`src/rtl/bc_pkg.sv`:
```
package bc_pkg;
  typedef enum logic [1:0] {
    OP_READ     = 2'd0,
    OP_WRITE    = 2'd1,
    OP_AO_GATED = 2'd2,
    OP_AO_FIXED = 2'd3
  } op_e;

  typedef enum logic [1:0] {
    XT_NONE   = 2'd0,
    XT_SINGLE = 2'd1,
    XT_BURST  = 2'd2,
    XT_ADDR   = 2'd3
  } xfer_e;
endpackage

```
`src/rtl/bc_size_dec.sv`:
```
module bc_size_dec #(
  parameter int SIZE_W      = 6,
  parameter int BUS_BYTES   = 8,
  parameter int BLOCK_BYTES = 32,
  parameter int PART_MAX    = 4,
  parameter int CODE_W      = 3
) (
  input  logic [SIZE_W-1:0] size_i,
  output logic              single_ok_o,
  output logic              block_o,
  output logic [CODE_W-1:0] code_o
);
  logic [PART_MAX-1:0] part_hit;
  logic                full_bus;

  for (genvar k = 1; k <= PART_MAX; k++) begin : g_part
    assign part_hit[k-1] = (size_i == SIZE_W'(k));
  end

  assign full_bus    = (size_i == SIZE_W'(BUS_BYTES));
  assign block_o     = (size_i == SIZE_W'(BLOCK_BYTES));
  assign single_ok_o = (|part_hit) | full_bus;

  // partial widths encode their byte count, a full bus width encodes as zero
  always_comb begin
    code_o = '0;
    for (int k = 1; k <= PART_MAX; k++)
      if (part_hit[k-1]) code_o = CODE_W'(k);
  end
endmodule

```
`src/rtl/bc_type_sel.sv`:
```
module bc_type_sel
  import bc_pkg::*;
#(
  parameter int CODE_W = 3,
  parameter int BEAT_W = 3,
  parameter int BEATS  = 4
) (
  input  op_e               op_i,
  input  logic              single_ok_i,
  input  logic              block_i,
  input  logic [CODE_W-1:0] code_i,
  input  logic              inhibit_i,
  input  logic              wthru_i,
  input  logic              cache_on_i,
  input  logic              bcast_en_i,
  output xfer_e             xt_o,
  output logic [CODE_W-1:0] code_o,
  output logic [BEAT_W-1:0] beats_o,
  output logic              err_o
);
  logic force_single;

  assign force_single = inhibit_i | ~cache_on_i | ((op_i == OP_WRITE) & wthru_i);

  always_comb begin
    xt_o    = XT_NONE;
    code_o  = '0;
    beats_o = '0;
    err_o   = 1'b0;
    unique case (op_i)
      OP_AO_GATED: xt_o = bcast_en_i ? XT_ADDR : XT_NONE;
      OP_AO_FIXED: xt_o = XT_ADDR;
      default: begin
        if (force_single) begin
          if (single_ok_i) begin
            xt_o    = XT_SINGLE;
            code_o  = code_i;
            beats_o = BEAT_W'(1);
          end else begin
            err_o = 1'b1;
          end
        end else if (single_ok_i | block_i) begin
          xt_o    = XT_BURST;
          beats_o = BEAT_W'(BEATS);
        end else begin
          err_o = 1'b1;
        end
      end
    endcase
  end
endmodule

```
`src/rtl/bc_out_reg.sv`:
```
module bc_out_reg
  import bc_pkg::*;
#(
  parameter int CODE_W = 3,
  parameter int BEAT_W = 3
) (
  input  logic              clk_i,
  input  logic              rst_ni,
  input  logic              load_i,
  input  xfer_e             xt_i,
  input  logic [CODE_W-1:0] code_i,
  input  logic [BEAT_W-1:0] beats_i,
  input  logic              err_i,
  input  logic              bus_ack_i,
  output logic              free_o,
  output logic              bus_req_o,
  output logic              local_done_o,
  output logic              err_o,
  output xfer_e             xt_o,
  output logic [CODE_W-1:0] code_o,
  output logic [BEAT_W-1:0] beats_o
);
  logic vld_q, err_q;

  assign bus_req_o    = vld_q & (xt_o != XT_NONE);
  assign local_done_o = vld_q & (xt_o == XT_NONE);
  assign err_o        = vld_q & err_q;
  // local completions drain unconditionally, so a follower is taken in the same cycle
  assign free_o       = ~vld_q | local_done_o | (bus_req_o & bus_ack_i);

  always_ff @(posedge clk_i or negedge rst_ni) begin
    if (!rst_ni) begin
      vld_q   <= 1'b0;
      err_q   <= 1'b0;
      xt_o    <= XT_NONE;
      code_o  <= '0;
      beats_o <= '0;
    end else if (load_i) begin
      vld_q   <= 1'b1;
      err_q   <= err_i;
      xt_o    <= xt_i;
      code_o  <= code_i;
      beats_o <= beats_i;
    end else if (free_o) begin
      vld_q <= 1'b0;
    end
  end
endmodule

```
`src/rtl/bc_classify.sv`:
```
module bc_classify
  import bc_pkg::*;
#(
  parameter int SIZE_W      = 6,
  parameter int BUS_BYTES   = 8,
  parameter int BLOCK_BYTES = 32,
  parameter int PART_MAX    = 4,
  parameter int CODE_W      = 3,
  localparam int BEATS      = BLOCK_BYTES / BUS_BYTES,
  localparam int BEAT_W     = $clog2(BEATS + 1)
) (
  input  logic              clk_i,
  input  logic              rst_ni,
  input  logic              req_valid_i,
  output logic              req_ready_o,
  input  logic [1:0]        req_op_i,
  input  logic [SIZE_W-1:0] req_size_i,
  input  logic              req_inhibit_i,
  input  logic              req_wthru_i,
  input  logic              cache_on_i,
  input  logic              bcast_en_i,
  output logic              bus_req_o,
  input  logic              bus_ack_i,
  output logic [1:0]        xfer_type_o,
  output logic [CODE_W-1:0] size_code_o,
  output logic [BEAT_W-1:0] beats_o,
  output logic              local_done_o,
  output logic              err_o
);
  logic              single_ok, block;
  logic [CODE_W-1:0] dec_code, sel_code;
  logic [BEAT_W-1:0] sel_beats;
  logic              sel_err;
  xfer_e             sel_xt, out_xt;

  bc_size_dec #(
    .SIZE_W(SIZE_W), .BUS_BYTES(BUS_BYTES), .BLOCK_BYTES(BLOCK_BYTES),
    .PART_MAX(PART_MAX), .CODE_W(CODE_W)
  ) u_dec (
    .size_i(req_size_i), .single_ok_o(single_ok), .block_o(block), .code_o(dec_code)
  );

  bc_type_sel #(.CODE_W(CODE_W), .BEAT_W(BEAT_W), .BEATS(BEATS)) u_sel (
    .op_i(op_e'(req_op_i)), .single_ok_i(single_ok), .block_i(block), .code_i(dec_code),
    .inhibit_i(req_inhibit_i), .wthru_i(req_wthru_i), .cache_on_i(cache_on_i),
    .bcast_en_i(bcast_en_i), .xt_o(sel_xt), .code_o(sel_code), .beats_o(sel_beats),
    .err_o(sel_err)
  );

  bc_out_reg #(.CODE_W(CODE_W), .BEAT_W(BEAT_W)) u_out (
    .clk_i(clk_i), .rst_ni(rst_ni), .load_i(req_valid_i & req_ready_o),
    .xt_i(sel_xt), .code_i(sel_code), .beats_i(sel_beats), .err_i(sel_err),
    .bus_ack_i(bus_ack_i), .free_o(req_ready_o), .bus_req_o(bus_req_o),
    .local_done_o(local_done_o), .err_o(err_o), .xt_o(out_xt),
    .code_o(size_code_o), .beats_o(beats_o)
  );

  assign xfer_type_o = out_xt;
endmodule

```
`config.mk`:
```
export PLATFORM = sky130hd
export DESIGN_NAME = bc_classify
export DESIGN_NICKNAME = d
export VERILOG_FILES = /design/src/rtl/bc_pkg.sv /design/src/rtl/bc_size_dec.sv /design/src/rtl/bc_type_sel.sv /design/src/rtl/bc_out_reg.sv /design/src/rtl/bc_classify.sv
export SDC_FILE = /design/constraint.sdc
export NUM_CORES = 1
export LEC_CHECK = 0
export ABC_AREA = 0
export BUFFER_PORTS_ARGS = -buffer_cell sky130_fd_sc_hd__buf_2
export CORE_MARGIN = 2
export CORE_UTILIZATION = 35
export DETAILED_ROUTE_END_ITERATION = 6
export PLACE_DENSITY = 0.66
export SETUP_SLACK_MARGIN = 0.05
export SYNTH_ARGS = -nofsm -noshare
export SYNTH_HDL_FRONTEND = slang
export SYNTH_SLANG_ARGS = --single-unit
export TNS_END_PERCENT = 10
```
`constraint.sdc`:
```
create_clock -name clk_i -period 2.3 [get_ports clk_i]
set_clock_uncertainty 0.1 [all_clocks]
set_input_delay 0.23 -clock clk_i [delete_from_list [all_inputs] [get_ports clk_i]]
set_output_delay 0.23 -clock clk_i [all_outputs]
set_load 0.01 [all_outputs]
```
==> run metrics <==
status=finished clean; Area Overhead vs Synth=35.7%; maximum VDD drop=0.000228 V; Post-Route WL=1140 um; CTS Root Cell=clkbuf_4; Die ar.=0.00174 sq mm; Post-Syn Area per Cell=9.05 sq um; hold path depth=2; Critical Path AT=1310 ps; EDFF count, synth=0; Util after Layout=51.3%; top post-synthesis cells by area=dfrtp_1 45%, o21ai_0 7.0%, nor2_1 5.3%, a22o_1 3.5%, nand2_1 3.0%; Seq cells post-synth=9; LEAKAGE=0.353 nW; most frequent cell after synthesis=dfrtp_1; # IOs=28; hold crit path type=input pin to flop; largest net degree at the start of global routing=11; Final Wtd Congestion=0.729; post-synthesis compound-gate area fraction=24.1%; DRT Pass-1 Iters=4; multiplexer share of the synthesized area=0%; Die W=41.7 um; Post-CTS Setup Repair Bufs=0; Yosys top cell by area=dfrtp_1; initial antenna violation count=0; simple-gate share of the synthesized area=25.1%; largest family of logic cells by synthesized area=simple AND/OR/NAND/NOR gates; Final Setup Violations=0; Least-Margin Pin Slew=573 ps; Placed Area=639 sq um; post-DR wirelength/cell=11.4 um; sequential-to-total area share from yosys stat=45.2%; Final Max Slew Viols=0; final period demand of the worst path=1640 ps; Max Cap Viol=0; distinct cell type count after synthesis=28; R2R Path End=u_out.code_o[1]; Gate Count Post-Synth=55; Sink Count=9; PortBufs=26; post-CTS sizing=0; r2r startpoint=u_out.xt_o[1]; Avg Vias per Cell=5.09; fin area=676 sq um; GR Util All Layers=14.2%; CP Capture Type=output port; setup tns final=0 ps; DR iter-0 viols=5; TritonCTS Buffers=3; Critical Path RT=1970 ps; R2R Setup Slk=770 ps; pwr dens=579 mW/mm^2; power consumption=391 uW; normalized max-slew margin=61.6%; Antenna Nets Post-Route=0; H-tree depth=1; Synth async-reset ratio=100%; Antenna diodes=0; GR Overflow Total=0; Initial Util=37.8%; number of synthesis warnings=0; top cell type's share of synthesized area=45.2%; Fin. Hold Viols=0; top cells by count, synth=9 x dfrtp_1, 7 x nor2_1, 7 x o21ai_0; vias in the first global route=434; CTS Buffer Depth=2; Final period util=71.5%; clock slew at reported path FFs=60 ps; share of post-route cells with drive strength above 1=36.5%; number of cells on the worst reg-to-reg path=4; DRC=0; Worst Path Max Fanout=4; first-pass GRT wire length=1850 um; RSZ-0062 raised after global routing=false; HP Start=req_valid_i; # rows=13; CP startpoint kind=flop; Synth Flop Type=dfrtp_1; critical path type=flop to output port; XOR/XNOR share of the synthesized area=1.76%; Adder-Cell Fraction of Synth Area=0%; CORE AREA=0.00132 sq mm; Hold EP=u_out.vld_q; Synthesized Nets=71; Vert. Die Dim=41.7 um; max frequency=0.608 GHz; Via Count=509; # nets final=102; TritonCTS clock tree=done; worst skew pair latency=250 ps; Mapped Area=498 sq um
## worst max-delay path by stage
stage / from / endpoint / depth (start not counted)
4_1_cts: u_out.xt_o[1] / req_ready_o / 3
2_1_floorplan: u_out.xt_o[1] / u_out.code_o[0] / 3
6_report: u_out.xt_o[1] / req_ready_o / 3
3_3_place_gp: req_size_i[0] / u_out.xt_o[0] / 5
5_1_grt: u_out.xt_o[1] / req_ready_o / 3
3_5_place_dp: req_size_i[0] / u_out.xt_o[0] / 5
## power by group
| group | switching [mW] | leakage [nW] | total, mW | internal (mW) |
|---|---|---|---|---|
| combinational | 0.0515 | 0.222 | 0.0920 | 0.0405 |
| sequential | 0.00945 | 0.116 | 0.180 | 0.171 |
| clock | 0.0526 | 0.0150 | 0.119 | 0.0667 |
## flip-flops by register name, indices dropped and copies added, names as in the netlist
name           cells
u_out.beats_o      2
u_out.code_o       3
u_out.vld_q        1
u_out.xt_o         2
u_out.err_q        1
## per-layer routing
metal	GRT usage (%)	routed length, um	vias to the layer above	share of wire (%)
met2	20.9	501	24	44
met4	11.6	27	0	2.4
met3	3.04	79	2	7.0
met1	17.6	528	219	46
met5	0	0	-	0
li1	-	-	264	-
## cells in the final DEF (no fill, tap or decap)
cell	count
clkbuf_4	3
nor3_1	2
dlygate4sd3_1	1
o21ai_0	7
a22o_1	2
or4_1	1
and4b_1	1
nand2_1	4
nor4_1	1
and2_1	1
o211a_1	1
clkbuf_1	1
and2b_2	1
a41o_1	1
inv_1	2
a211oi_1	1
xor2_1	1
nor3b_1	1
conb_1	1
nor2_1	7
buf_2	26
nand4b_1	1
nor2b_1	1
o31ai_1	1
o21ai_1	1
o211ai_1	1
dfrtp_1	9
o21a_1	1
or2_2	1
a31oi_1	2
nand2b_1	1
## per-stage QoR
stage | hold WS (ps) | cells | setup slack [ps]
2_1_floorplan | -166 | 55 | 890
3_3_place_gp | -12.7 | 95 | 795
3_5_place_dp | -11.1 | 95 | 754
4_1_cts | 91.1 | 100 | 659
5_1_grt | 87.2 | 100 | 559
6_report | 95.9 | 100 | 656
## repair_timing
action	CTS	global route
endpoints found under the hold margin	9	0
endpoints found under the setup margin	0	0
hold buffers	1	0
## cell families after synthesis
group	after synthesis
buffers and inverters	3
other	1
DFF	9
and+or+nand+nor	23
AOI/OAI and AO/OA	18
xor gates and xnor gates	1
## critical path: stages, from the launching register on
cell     delay, ps
dfrtp_1        410
o21ai_0        340
or2_2          190
buf_2          120
## final cells by class
cell class,count,area (sq um)
repair buffers,27,140
multi-input cells,43,258
inverters,2,7.51
well taps,15,18.8
fillers,146,642
flip-flops and latches,9,225
clock buffers,4,26.3
No activity file was read; power rests on OpenSTA's default activity.
